<file path="src/rtl/uart_rxq_pkg.sv">
package uart_rxq_pkg;

    localparam int BYTE_W = 8;
    localparam logic [BYTE_W-1:0] FCR_KEEP_MASK = 8'hC9;
    localparam logic [BYTE_W-1:0] FCR_BOTH_CLEAR = 8'h06;

    typedef enum logic [1:0] {
        TRIG_ONE      = 2'b00,
        TRIG_FOUR     = 2'b01,
        TRIG_EIGHT    = 2'b10,
        TRIG_FOURTEEN = 2'b11
    } trig_sel_e;

    typedef struct packed {
        trig_sel_e  trig_sel;
        logic [1:0] spare;
        logic       dma_mode;
        logic       tx_clear;
        logic       rx_clear;
        logic       enable;
    } fcr_t;

    function automatic int unsigned trig_bytes(input trig_sel_e sel);
        case (sel)
            TRIG_ONE:      return 1;
            TRIG_FOUR:     return 4;
            TRIG_EIGHT:    return 8;
            default:       return 14;
        endcase
    endfunction

endpackage

</file>
<file path="src/rtl/rxq_fcr_ctrl.sv">
module rxq_fcr_ctrl
    import uart_rxq_pkg::*;
(
    input  logic              clk,
    input  logic              rst,
    input  logic              wr,
    input  logic [BYTE_W-1:0] wdata,
    output fcr_t              q,
    output logic              rx_flush,
    output logic              tx_pulse
);

    logic              act;
    logic [BYTE_W-1:0] eff;

    always_comb begin
        act = wr && (wdata != BYTE_W'(q));
        eff = wdata;
        if (act && (wdata[0] != q.enable)) begin
            eff = wdata | FCR_BOTH_CLEAR;
        end
        rx_flush = act && eff[1];
    end

    always_ff @(posedge clk) begin
        if (rst) begin
            q        <= '0;
            tx_pulse <= 1'b0;
        end else begin
            tx_pulse <= act && eff[2];
            if (act) begin
                q <= fcr_t'(eff & FCR_KEEP_MASK);
            end
        end
    end

endmodule

</file>
<file path="src/rtl/rxq_ring.sv">
module rxq_ring #(
    parameter int DEPTH = 16,
    parameter int W     = 8,
    parameter int CNT_W = $clog2(DEPTH + 1)
) (
    input  logic             clk,
    input  logic             rst,
    input  logic             flush,
    input  logic             cap_one,
    input  logic             push,
    input  logic [W-1:0]     din,
    input  logic             pop,
    output logic [W-1:0]     dout,
    output logic [CNT_W-1:0] count,
    output logic             push_ok,
    output logic             pop_ok,
    output logic             overrun
);

    localparam int PTR_W = (DEPTH > 1) ? $clog2(DEPTH) : 1;

    logic [W-1:0]     mem [DEPTH];
    logic [PTR_W-1:0] head, tail, head_nx, tail_nx;
    logic [CNT_W-1:0] cap;

    generate
        if ((DEPTH & (DEPTH - 1)) == 0) begin : g_pow2_wrap
            assign head_nx = head + 1'b1;
            assign tail_nx = tail + 1'b1;
        end else begin : g_cmp_wrap
            assign head_nx = (head == PTR_W'(DEPTH - 1)) ? '0 : head + 1'b1;
            assign tail_nx = (tail == PTR_W'(DEPTH - 1)) ? '0 : tail + 1'b1;
        end
    endgenerate

    assign cap     = cap_one ? CNT_W'(1) : CNT_W'(DEPTH);
    assign push_ok = push && (count < cap);
    assign pop_ok  = pop && (count != '0);
    assign dout    = (count != '0) ? mem[tail] : '0;

    always_ff @(posedge clk) begin
        if (push_ok && !flush) begin
            mem[head] <= din;
        end
    end

    always_ff @(posedge clk) begin
        if (rst || flush) begin
            head    <= '0;
            tail    <= '0;
            count   <= '0;
            overrun <= 1'b0;
        end else begin
            if (push_ok) head <= head_nx;
            if (pop_ok)  tail <= tail_nx;
            count <= count + CNT_W'(push_ok) - CNT_W'(pop_ok);
            if (push && !push_ok) overrun <= 1'b1;
        end
    end

endmodule

</file>
<file path="src/rtl/rxq_idle_timer.sv">
module rxq_idle_timer #(
    parameter int CHARS = 4,
    parameter int TCW   = $clog2(CHARS + 1)
) (
    input  logic clk,
    input  logic rst,
    input  logic cancel,
    input  logic restart,
    input  logic tick,
    input  logic clear_pend,
    input  logic have_data,
    output logic pend
);

    logic           active;
    logic [TCW-1:0] ticks;
    logic           expire;

    assign expire = active && tick && !restart && !cancel
                    && (ticks == TCW'(CHARS - 1));

    always_ff @(posedge clk) begin
        if (rst || cancel) begin
            active <= 1'b0;
            ticks  <= '0;
        end else if (restart) begin
            active <= 1'b1;
            ticks  <= '0;
        end else if (active && tick) begin
            if (expire) begin
                active <= 1'b0;
                ticks  <= '0;
            end else begin
                ticks <= ticks + 1'b1;
            end
        end
    end

    always_ff @(posedge clk) begin
        if (rst) begin
            pend <= 1'b0;
        end else if (clear_pend || cancel) begin
            pend <= 1'b0;
        end else if (expire && have_data) begin
            pend <= 1'b1;
        end
    end

endmodule

</file>
<file path="src/rtl/uart_rx_queue.sv">
module uart_rx_queue
    import uart_rxq_pkg::*;
#(
    parameter int DEPTH         = 16,
    parameter int TIMEOUT_CHARS = 4,
    parameter int LVL_W         = $clog2(DEPTH + 1)
) (
    input  logic              clk,
    input  logic              rst,
    input  logic              rx_valid,
    input  logic [BYTE_W-1:0] rx_byte,
    input  logic              rd_strobe,
    output logic [BYTE_W-1:0] rd_byte,
    input  logic              fcr_wr,
    input  logic [BYTE_W-1:0] fcr_wdata,
    input  logic              char_tick,
    output logic              data_ready,
    output logic [LVL_W-1:0]  level,
    output logic [LVL_W-1:0]  trig_level,
    output logic              timeout_pend,
    output logic [LVL_W-1:0]  room,
    output logic              overrun,
    output logic [BYTE_W-1:0] fcr_value,
    output logic              tx_flush
);

    fcr_t fcr_q;
    logic rx_flush;
    logic fifo_en;
    logic push_ok, pop_ok;
    logic restart;

    rxq_fcr_ctrl u_fcr (
        .clk      (clk),
        .rst      (rst),
        .wr       (fcr_wr),
        .wdata    (fcr_wdata),
        .q        (fcr_q),
        .rx_flush (rx_flush),
        .tx_pulse (tx_flush)
    );

    assign fifo_en   = fcr_q.enable;
    assign fcr_value = BYTE_W'(fcr_q);

    rxq_ring #(
        .DEPTH (DEPTH),
        .W     (BYTE_W),
        .CNT_W (LVL_W)
    ) u_ring (
        .clk     (clk),
        .rst     (rst),
        .flush   (rx_flush),
        .cap_one (!fifo_en),
        .push    (rx_valid),
        .din     (rx_byte),
        .pop     (rd_strobe),
        .dout    (rd_byte),
        .count   (level),
        .push_ok (push_ok),
        .pop_ok  (pop_ok),
        .overrun (overrun)
    );

    assign restart = fifo_en && !rx_flush &&
                     (push_ok || (pop_ok && (level > LVL_W'(1))));

    rxq_idle_timer #(
        .CHARS (TIMEOUT_CHARS)
    ) u_timer (
        .clk        (clk),
        .rst        (rst),
        .cancel     (rx_flush),
        .restart    (restart),
        .tick       (char_tick),
        .clear_pend (fifo_en && rd_strobe),
        .have_data  (level != '0),
        .pend       (timeout_pend)
    );

    assign data_ready = (level != '0);
    assign trig_level = fifo_en ? LVL_W'(trig_bytes(fcr_q.trig_sel)) : LVL_W'(1);

    always_comb begin
        if (!fifo_en) begin
            room = (level == '0) ? LVL_W'(1) : '0;
        end else if (level <= trig_level) begin
            room = trig_level - level;
        end else if (level < LVL_W'(DEPTH)) begin
            room = LVL_W'(1);
        end else begin
            room = '0;
        end
    end

endmodule

</file>
<file path="config.mk">
export PLATFORM = sky130hd
export DESIGN_NAME = uart_rx_queue
export DESIGN_NICKNAME = d
export VERILOG_FILES = /design/src/rtl/uart_rxq_pkg.sv /design/src/rtl/rxq_fcr_ctrl.sv /design/src/rtl/rxq_ring.sv /design/src/rtl/rxq_idle_timer.sv /design/src/rtl/uart_rx_queue.sv
export SDC_FILE = /design/constraint.sdc
export NUM_CORES = 1
export LEC_CHECK = 0
export ABC_AREA = 0
export CORE_UTILIZATION = 60
export CTS_BUF_LIST = sky130_fd_sc_hd__clkbuf_8
export CTS_CLUSTER_SIZE = 25
export DETAILED_ROUTE_END_ITERATION = 8
export GPL_ROUTABILITY_DRIVEN = 0
export GPL_TIMING_DRIVEN = 0
export PLACE_DENSITY = 0.92
export SLEW_MARGIN = 20
export SYNTH_ARGS = -nofsm -noshare
export SYNTH_HDL_FRONTEND = slang
export SYNTH_SLANG_ARGS = --single-unit
</file>
<file path="constraint.sdc">
create_clock -name clk -period 6.4 [get_ports clk]
set_input_delay 1.6 -clock clk [delete_from_list [all_inputs] [get_ports clk]]
set_output_delay 1.6 -clock clk [all_outputs]
set_load 0.05 [all_outputs]
</file>
==> impl_metrics.csv, run 1 <==
group,metric,value,unit
grt,grt_pass1_wl,19.4,mm
die,initial_core_util,0.627,
clock_network,cts_htree_levels,4,
grt,grt_start_max_net_pins,18,
grt,overflow,0,
layout,seqCellArea,4400,um^2
synth,yosys_register_bits,156,
placed_design,dpl.cell_count,590,
die,fp.dieW,106,um
sta,rsz_0062_raised_after_global_routing,"no",
drt,drt_drc_violations_left,0,
drt,detail_route.iter0.violations,225,
clock_network,tritoncts,"built",
synth,netlist_area,6530,um^2
die,placeableCoreArea,10400,um^2
grt,global_route.usage.total,0.239,
drt,num_vias,3667,
setup_path,path_max_fanout,10,
drt,antenna_left,0,
die,design.die.area,11300,um^2
sta,finalCritPeriodShare,0.799,
synth,ys.flop_type,"edfxtp_1",
power_and_ir_drop,power.ir.vdd_worst,347,uV
synth,netlist-cell-type-count,40,
setup_path,critPathRequiredTime,4.80,ns
placed_design,dpl_cell_area,7220,um^2
sta,tightestPinTransition,0.931,ns
synth,ys_async_sr_fraction,0,
drt,dr.pass1.iters,5,
layout,fillers,638,
synth,syn_area_per_cell,16.2,um^2
drt,vias_per_cell,5.90,
clock_network,cts_inserted_buffers,17,
drt,wl_per_cell,20.4,um
power_and_ir_drop,power.leakage,0.00255,uW
sta,drv_slew,0,
sta,relSlewSlack,0.377,
die,io-pin-count,57,
job,drv_cap,0,
clock_network,postCtsResizedCells,0,
setup_path,worst_setup_path_end_kind,"primary output",
die,die_height,106,um
sta,finalSetupViolCount,0,
placed_design,buffer_ports.inserted,48,
clock_network,post_cts_hold_buffer_count,0,
layout,final_area,7620,um^2
hold_path,min_path_type,"reg -> reg",
sta,fin_worst_skew,0.0129,ns
grt,antenna_found_initial,0,
synth,yosys_synthesis_warning_count,0,
layout,post_route_cells_drive_above_1_share,0.169,
clock_network,tritoncts_num_sinks,156,
layout,nets,517,
sta,timing_hold_violations_final,0,
clock_network,number_of_post_cts_setup_repair_buffers,0,
setup_path,critPathLaunchType,"register",
layout,area_delta_synth_final,16.7,%
layout,multiInputGateArea,1990,um^2
clock_network,clkSlewWorstSetupHoldPaths,0.10,ns
synth,synth_cells,402,
sta,fmax,196,MHz
synth,synth_seq_area_share,0.674,
sta,fin_tns_setup,0,ns
synth,synth_enable_flop_cells,128,
clock_network,cts-root-to-sink-buffers,2,
sta,period_needed,5.11,ns
setup_path,crit_type,"reg -> out",
status,status,"finished, final reports clean",
drt,wirelength,12.7,mm
setup_path,cp_data_arrival_time,3.51,ns
layout,fin_cells,622,
grt,grt_pass1_vias,3780,
clock_network,worstSkewPairLatency,0.44,ns
placed_design,dp.final_hpwl,8.64,mm
die,row_count,37,
clock_network,ctsRootBufferMaster,"clkbuf_8",
layout,n_antenna_cell,0,
power_and_ir_drop,power_density,368,nW/um^2
[worst max-delay path, cell delays in order (launching register included)]
cell and delay (ns):
dfxtp_1 0.36, clkbuf_1 0.22, and2_1 0.24, or2_2 0.32, ha_1 0.29, nand2b_1 0.10, a211oi_1 0.07, o21bai_1 0.19
nand3_1 0.18, nor3_1 0.26, clkdlybuf4s50_1 0.84
[final cells by class]
| cell class | instances | area share |
|---|---|---|
| buffer | 23 | 0.0144 |
| clock buffer | 17 | 0.0307 |
| sequential | 156 | 0.578 |
| timing repair buffer | 48 | 0.0630 |
| clock inverter | 15 | 0.0228 |
| multi-input combinational | 211 | 0.261 |
| tap | 136 | 0.0223 |
| inverter | 16 | 0.00788 |
[cells in the mapped netlist (all sizes together) (2+ instances only)]
library cell | count | share of area
a21oi | 12 | 0.011
dfxtp | 28 | 0.086
buf | 12 | 0.011
nand2 | 11 | 0.0063
mux4 | 32 | 0.11
and3 | 3 | 0.0029
or2 | 3 | 0.0029
xor2 | 7 | 0.0094
mux2i | 21 | 0.032
xnor2 | 3 | 0.0040
ha | 20 | 0.038
and2 | 5 | 0.0048
edfxtp | 128 | 0.59
o22ai | 8 | 0.0077
o21a | 2 | 0.0023
nand4 | 2 | 0.0019
nand3 | 3 | 0.0023
nand2b | 8 | 0.0077
nor2 | 36 | 0.021
or4b | 2 | 0.0036
inv | 16 | 0.0092
clkbuf | 11 | 0.0063
o21ai | 7 | 0.0054
a21o | 3 | 0.0034
nor2b | 2 | 0.0019
fa | 2 | 0.0061
nor3 | 7 | 0.0054
[per-stage QoR]
step	setup WS (ns)	hold slack [ns]	utilization	total power [uW]
6_report	1.29	0.462	0.732	2810
2_1_floorplan	1.45	0.467	-	1830
5_1_grt	1.05	0.502	0.732	2930
3_5_place_dp	1.77	0.458	0.693	2090
3_3_place_gp	1.85	0.441	0.691	2060
4_1_cts	1.26	0.472	0.732	2820
[cell usage in the layout, fill, tap and decap left out, types with 3 or more instances in the layout]
cell             count
and3_1               3
conb_1               5
o22ai_1              8
dfxtp_1             28
or2_2                3
o21ai_0              6
nor2_1              36
edfxtp_1           128
clkbuf_8            17
inv_8                3
nor3_1               3
nor3_2               4
clkbuf_1            11
buf_2                4
and2_1               5
xnor2_1              3
ha_1                20
nand2b_1             8
nand3_1              3
nand2_1             11
mux4_2              32
inv_6                6
xor2_1               7
inv_1               16
a21o_1               3
clkdlybuf4s50_1     48
buf_1                3
buf_4                5
mux2i_1             21
a21oi_1             11
[cells by family (layout without fill, tap and decap cells)]
group	Yosys count	count (layout)	share of synthesized area
and+or+nand+nor	86	86	0.0650
AOI/OAI and AO/OA	35	35	0.0335
buffers and inverters	39	119	0.0261
DFF	156	156	0.674
other	1	5	0.000574
xor gates and xnor gates	10	10	0.0134
adders and majority gates	22	22	0.0445
muxes	53	53	0.143
[worst paths after layout]
kind                            slack [ns]            start              end  cells past startpoint
worst max-delay path                  1.29       u_fcr.q[0]          room[2]                     10
worst min-delay path                  0.46   u_ring.overrun   u_ring.overrun                      2
worst max register to register        3.01  u_ring.count[3]  u_ring.count[4]                     14
worst min register to register        0.46   u_ring.overrun   u_ring.overrun                      2
[registers in the layout, summed over array words and instances (netlist names), named ones only]
| signal | cells |
|---|---|
| u_fcr.q | 4 |
| u_ring.tail | 4 |
| u_timer.ticks | 3 |
| u_ring.head | 4 |
| u_ring.mem | 128 |
| u_timer.active | 1 |
| u_ring.count | 5 |
| u_ring.overrun | 1 |
| u_timer.pend | 1 |
| u_fcr.tx_pulse | 1 |
[power by group]
| part | leakage, uW | internal, uW | switching, uW | total, uW |
|---|---|---|---|---|
| clock network | 0.000204 | 330 | 407 | 737 |
| registers | 0.00138 | 1130 | 29.0 | 1160 |
| logic | 0.000961 | 353 | 555 | 908 |
| total | 0.00255 | 1820 | 991 | 2810 |
[routing by layer]
layer,up-vias,global-route usage,part of all wire
met1,1822,0.282,0.39
met5,-,0,0
met3,15,0.0521,0.060
li1,1667,-,-
met2,163,0.432,0.54
met4,0,0.0794,0.010
Note: power is estimated with default switching activity, not from simulation.
==> inputs of run 2 (changes only) <==
--- a/config.mk
+++ b/config.mk
@@ -6,13 +6,13 @@
 export NUM_CORES = 1
 export LEC_CHECK = 0
 export ABC_AREA = 0
-export CORE_UTILIZATION = 60
+export CORE_UTILIZATION = 54
 export CTS_BUF_LIST = sky130_fd_sc_hd__clkbuf_8
 export CTS_CLUSTER_SIZE = 25
 export DETAILED_ROUTE_END_ITERATION = 8
 export GPL_ROUTABILITY_DRIVEN = 0
 export GPL_TIMING_DRIVEN = 0
-export PLACE_DENSITY = 0.92
+export PLACE_DENSITY = 0.88
 export SLEW_MARGIN = 20
 export SYNTH_ARGS = -nofsm -noshare
 export SYNTH_HDL_FRONTEND = slang
==> constraint.sdc (replaced) <==
create_clock -name clk -period 4.7 [get_ports clk]
set_input_delay 1.175 -clock clk [delete_from_list [all_inputs] [get_ports clk]]
set_output_delay 1.175 -clock clk [all_outputs]
set_load 0.05 [all_outputs]
==> impl_metrics.csv, run 2 (synthesis gave the netlist of run 1 again) <==
group,metric,value,unit
status,status,"complete, but fails checks",
status,failing_checks,"design-rule violations",
sta,holdWs,0.494,ns
layout,n_antenna_cell,0,
job,drv_cap,0,
die,row_count,39,
layout,commonest_cells_after_routing_fill_and_taps_aside,"edfxtp_1, clkdlybuf4s50_1, nor2_1, mux4_2, dfxtp_1",
setup_path,critical_path.top_delay_family,"buffers and inverters",
power_and_ir_drop,power_density,486,nW/um^2
clock_network,tritoncts,"built",
power_and_ir_drop,power.ir.vdd_worst,406,uV
grt,grt_pass1_vias,3843,
drt,wirelength,12.5,mm
grt,antenna_found_initial,0,
clock_network,clkSlewWorstSetupHoldPaths,0.07,ns
layout,final_area,7570,um^2
setup_path,path_max_fanout,10,
hold_path,min_path_type,"reg -> reg",
clock_network,number_of_post_cts_setup_repair_buffers,0,
grt,global_route.usage.total,0.218,
setup_path,critPathRequiredTime,3.52,ns
sta,fmax,225,MHz
layout,multiInputGateArea,1990,um^2
drt,antenna_left,0,
die,placeableCoreArea,11600,um^2
layout,largestRegisters,"u_ring.mem x128, u_ring.count x5",
drt,detail_route.iter0.violations,307,
sta,fin_worst_skew,0.0153,ns
placed_design,dpl_cell_area,7220,um^2
clock_network,post_cts_hold_buffer_count,0,
die,fp.dieW,112,um
layout,final_common_cell,"edfxtp_1",
clock_network,cts-root-to-sink-buffers,2,
clock_network,worstSkewPairLatency,0.43,ns
sta,drv_slew,0,
layout,area_delta_synth_final,16.0,%
grt,overflow,0,
drt,vias_per_cell,5.67,
layout,fillers,761,
die,io-pin-count,57,
setup_path,cp_common_cell,"clkbuf_1",
clock_network,ctsRootBufferMaster,"clkbuf_8",
layout,nets,517,
placed_design,dpl.cell_count,597,
sta,finalSetupViolCount,0,
grt,grt_pass1_wl,20.1,mm
die,initial_core_util,0.562,
layout,post_route_cells_drive_above_1_share,0.157,
setup_path,cp_data_arrival_time,3.26,ns
sta,fin_tns_setup,0,ns
layout,fin_cells,628,
grt,grt_start_max_net_pins,17,
setup_path,path_buf_inv,3,
layout,seqCellArea,4400,um^2
sta,period_needed,4.44,ns
setup_path,crit_type,"reg -> out",
drt,dr.pass1.iters,6,
die,design.die.area,12500,um^2
sta,finalCritPeriodShare,0.944,
clock_network,cts_inserted_buffers,17,
drt,drt_drc_violations_left,4,
power_and_ir_drop,power.leakage,0.00258,uW
layout,max_flop_register,"u_ring.mem",
clock_network,tritoncts_num_sinks,156,
die,die_height,112,um
setup_path,worst_setup_path_end_kind,"primary output",
setup_path,master_of_the_slowest_instance_on_the_critical_path,"clkdlybuf4s50_1",
sta,timing_hold_violations_final,0,
setup_path,max_stage_delay,0.87,ns
setup_path,critPathLaunchType,"register",
sta,rsz_0062_raised_after_global_routing,"no",
sta,tightestPinTransition,0.930,ns
drt,num_vias,3562,
setup_path,path_cells,"clkbuf_1 -> clkbuf_1 -> mux2i_1 -> o22ai_1 -> clkdlybuf4s50_1",
layout,largest_reg_flops,128,
placed_design,buffer_ports.inserted,48,
clock_network,cts_htree_levels,4,
drt,wl_per_cell,19.9,um
sta,relSlewSlack,0.378,
placed_design,dp.final_hpwl,8.71,mm
[run 2: power by group]
| group | total (uW) | internal, uW | switching [uW] |
|---|---|---|---|
| Sequential | 1590 | 1540 | 41.3 |
| Clock | 866 | 405 | 461 |
| Combinational | 1230 | 479 | 753 |
| Total | 3680 | 2430 | 1260 |
[run 2: final timing paths]
path | startpoint | endpoint | slack (ns) | cells after the start
hold / removal | u_ring.overrun | u_ring.overrun | 0.49 | 2
hold reg to reg | u_ring.overrun | u_ring.overrun | 0.49 | 2
setup / recovery | register | rd_byte[5] | 0.26 | 5
setup reg to reg | u_ring.count[3] | u_ring.count[4] | 1.36 | 14
[run 2: what timing repair did]
| action | 4_1_cts | 5_1_grt |
|---|---|---|
| pin swaps | 0 | 0 |
| gates resized for setup | 1 | 4 |
| endpoints found under the setup margin | 1 | 4 |
[run 2: worst register-to-register path, stage by stage, from the launching register on]
cell	delay (ns)
dfxtp_1	0.34
inv_1	0.16
ha_1	0.21
or4b_1	0.43
clkbuf_1	0.22
and2_1	0.21
buf_2	0.15
ha_1	0.27
inv_1	0.04
ha_1	0.20
fa_1	0.41
a21oi_1	0.14
nor2_1	0.07
or3_1	0.31
a21oi_1	0.14
[run 2: metrics by stage]
step / setup slack, ns / total power [uW] / util
2_1_floorplan: 0.172 / 2500 / -
3_3_place_gp: 0.560 / 2810 / 0.620
3_5_place_dp: 0.495 / 2850 / 0.622
4_1_cts: 0.0126 / 3700 / 0.651
5_1_grt: 0.0640 / 3850 / 0.652
6_report: 0.262 / 3680 / 0.652
[run 2: per-layer routing]
metal  share of wire  track usage  vias to the layer above
met5               0            0                        -
met4          0.0061       0.0693                        0
met3           0.064       0.0588                        8
met2            0.54        0.383                      127
met1            0.39        0.264                     1770
li1                -            -                     1657
[run 2: layout make-up]
type                       count  share of cell area
sequential                   156               0.582
multi-input combinational    211               0.263
timing repair buffer          48              0.0646
clock buffer                  17              0.0309
tap                          143              0.0236
buffer                        23              0.0145
clock inverter                14              0.0140
inverter                      16             0.00793
==> inputs of run 3 (changes only) <==
--- a/config.mk
+++ b/config.mk
@@ -13,6 +13,7 @@
 export GPL_ROUTABILITY_DRIVEN = 0
 export GPL_TIMING_DRIVEN = 0
 export PLACE_DENSITY = 0.88
+export REMOVE_ABC_BUFFERS = 1
 export SLEW_MARGIN = 20
 export SYNTH_ARGS = -nofsm -noshare
 export SYNTH_HDL_FRONTEND = slang
==> impl_metrics.csv, run 3 (synthesis gave the netlist of run 1 again) <==
group,metric,value,unit
status,status,"complete, but fails checks",
status,failing_checks,"design-rule violations",
grt,grt_start_max_net_pins,33,
layout,final_common_cell,"edfxtp_1",
drt,antenna_left,0,
grt,grt_pass1_vias,3677,
die,io-pin-count,57,
layout,commonest_cells_after_routing_fill_and_taps_aside,"edfxtp_1, clkdlybuf4s50_1, nor2_1, mux4_2, dfxtp_1",
power_and_ir_drop,p_switching,1260,uW
placed_design,buffer_ports.inserted,49,
clock_network,post_cts_hold_buffer_count,0,
clock_network,postCtsResizedCells,0,
setup_path,path_buf_inv,1,
die,fp.dieW,112,um
sta,fin_worst_skew,0.0127,ns
setup_path,critPathRequiredTime,3.52,ns
drt,wl_per_cell,19.9,um
power_and_ir_drop,cellInternalPower,2640,uW
power_and_ir_drop,power_density,512,nW/um^2
die,placeableCoreArea,11600,um^2
clock_network,tritoncts,"built",
power_and_ir_drop,power,3900,uW
setup_path,critical_path.top_delay_family,"simple AND/OR/NAND/NOR gates",
layout,seqCellArea,4410,um^2
sta,finalSetupViolCount,0,
sta,period_needed,4.51,ns
setup_path,max_stage_delay,0.82,ns
setup_path,worst_setup_path_end_kind,"primary output",
layout,nets,496,
job,drv_cap,0,
clock_network,ctsRootBufferMaster,"clkbuf_8",
clock_network,cts_inserted_buffers,17,
grt,overflow,0,
power_and_ir_drop,power_frac_comb,0.300,
drt,vias_per_cell,5.81,
setup_path,cp_data_arrival_time,3.33,ns
grt,grt_pass1_wl,18.8,mm
power_and_ir_drop,power.ir.vdd_worst,511,uV
drt,detail_route.iter0.violations,328,
layout,fillers,762,
sta,fmax,222,MHz
sta,timing_hold_violations_final,0,
hold_path,min_path_type,"reg -> reg",
drt,dr.pass1.iters,7,
layout,multiInputGateArea,1990,um^2
sta,tightestPinTransition,1.07,ns
layout,largest_reg_flops,128,
die,row_count,39,
layout,max_flop_register,"u_ring.mem",
power_and_ir_drop,seq_power_share,0.417,
clock_network,worstSkewPairLatency,0.44,ns
sta,holdWs,0.480,ns
clock_network,cts_htree_levels,4,
sta,relSlewSlack,0.288,
drt,num_vias,3530,
die,initial_core_util,0.562,
grt,antenna_found_initial,0,
clock_network,clkSlewWorstSetupHoldPaths,0.08,ns
setup_path,critPathLaunchType,"register",
setup_path,path_cells,"and2_1 -> or2_2 -> ha_1 -> nand2b_1 -> a211oi_1 -> o21bai_1 -> nand3_1 -> nor2_1 -> clkdlybuf4s50_1",
grt,global_route.usage.total,0.205,
setup_path,crit_type,"reg -> out",
placed_design,dp.final_hpwl,8.12,mm
layout,area_delta_synth_final,16.6,%
layout,n_antenna_cell,0,
sta,drv_slew,0,
setup_path,path_max_fanout,13,
clock_network,cts-root-to-sink-buffers,2,
layout,largestRegisters,"u_ring.mem x128, u_ring.count x5",
power_and_ir_drop,power.share.switching,0.323,
die,design.die.area,12500,um^2
die,die_height,112,um
drt,wirelength,12.1,mm
drt,drt_drc_violations_left,4,
setup_path,master_of_the_slowest_instance_on_the_critical_path,"clkdlybuf4s50_1",
sta,finalCritPeriodShare,0.959,
clock_network,tritoncts_num_sinks,156,
layout,post_route_cells_drive_above_1_share,0.157,
clock_network,number_of_post_cts_setup_repair_buffers,0,
power_and_ir_drop,power.leakage,0.00257,uW
power_and_ir_drop,clock_share_of_power,0.283,
[run 3: worst reg2reg max path, delay by kind of cell, from the launching register on]
| kind | cells | cell delay, ns |
|---|---|---|
| AOI/OAI and AO/OA | 2 | 0.28 |
| adders and majority gates | 4 | 1.11 |
| buffers and inverters | 2 | 0.19 |
| DFF | 1 | 0.34 |
| and+or+nand+nor | 4 | 1.26 |
[run 3: path summary, 6_finish.rpt]
| kind | startpoint | to | slack (ns) | cells after the start |
|---|---|---|---|---|
| hold reg to reg | u_ring.overrun | u_ring.overrun | 0.48 | 2 |
| hold / removal | u_ring.overrun | u_ring.overrun | 0.48 | 2 |
| setup / recovery | u_fcr.q[0] | room[1] | 0.19 | 9 |
| setup reg to reg | u_ring.count[3] | u_ring.count[4] | 1.45 | 12 |
[run 3: per-stage QoR]
stage | instance area, um^2 | TNS, ns | util | setup WS (ns) | cells
finish | 7610 | 0 | 0.655 | 0.194 | 608
global route | 7610 | -0.000783 | 0.655 | -0.000783 | 608
CTS | 7600 | 0 | 0.655 | 0.0403 | 608
detailed placement | 7150 | 0 | 0.616 | 0.565 | 576
global placement | 7100 | -0.584 | 0.612 | -0.133 | 575
floorplan | 6430 | 0 | - | 0.253 | 383
[run 3: layout make-up]
type	count	area share
multi-input cells	211	0.262
repair buffers	50	0.0684
well taps	143	0.0235
clock inverters	15	0.0288
inverters	16	0.00789
clock buffers	17	0.0307
flip-flops and latches	156	0.579
[run 3: power by group through the flow]
stage                     sequential, uW  clock (uW)  combinational, uW
after detailed placement            1660           0               1160
after CTS                           1630        1120               1170
after global placement              1660           0               1130
after floorplan                     1700           0                768
after global routing                1640        1170               1250
final                               1630        1100               1170
[run 3: layer usage]
| layer | up-vias | part of all wire | GRT usage |
|---|---|---|---|
| met5 | - | 0 | 0 |
| met4 | 0 | 0.0066 | 0.0507 |
| met3 | 11 | 0.068 | 0.0621 |
| met2 | 117 | 0.53 | 0.372 |
| met1 | 1786 | 0.39 | 0.237 |
| li1 | 1616 | - | - |
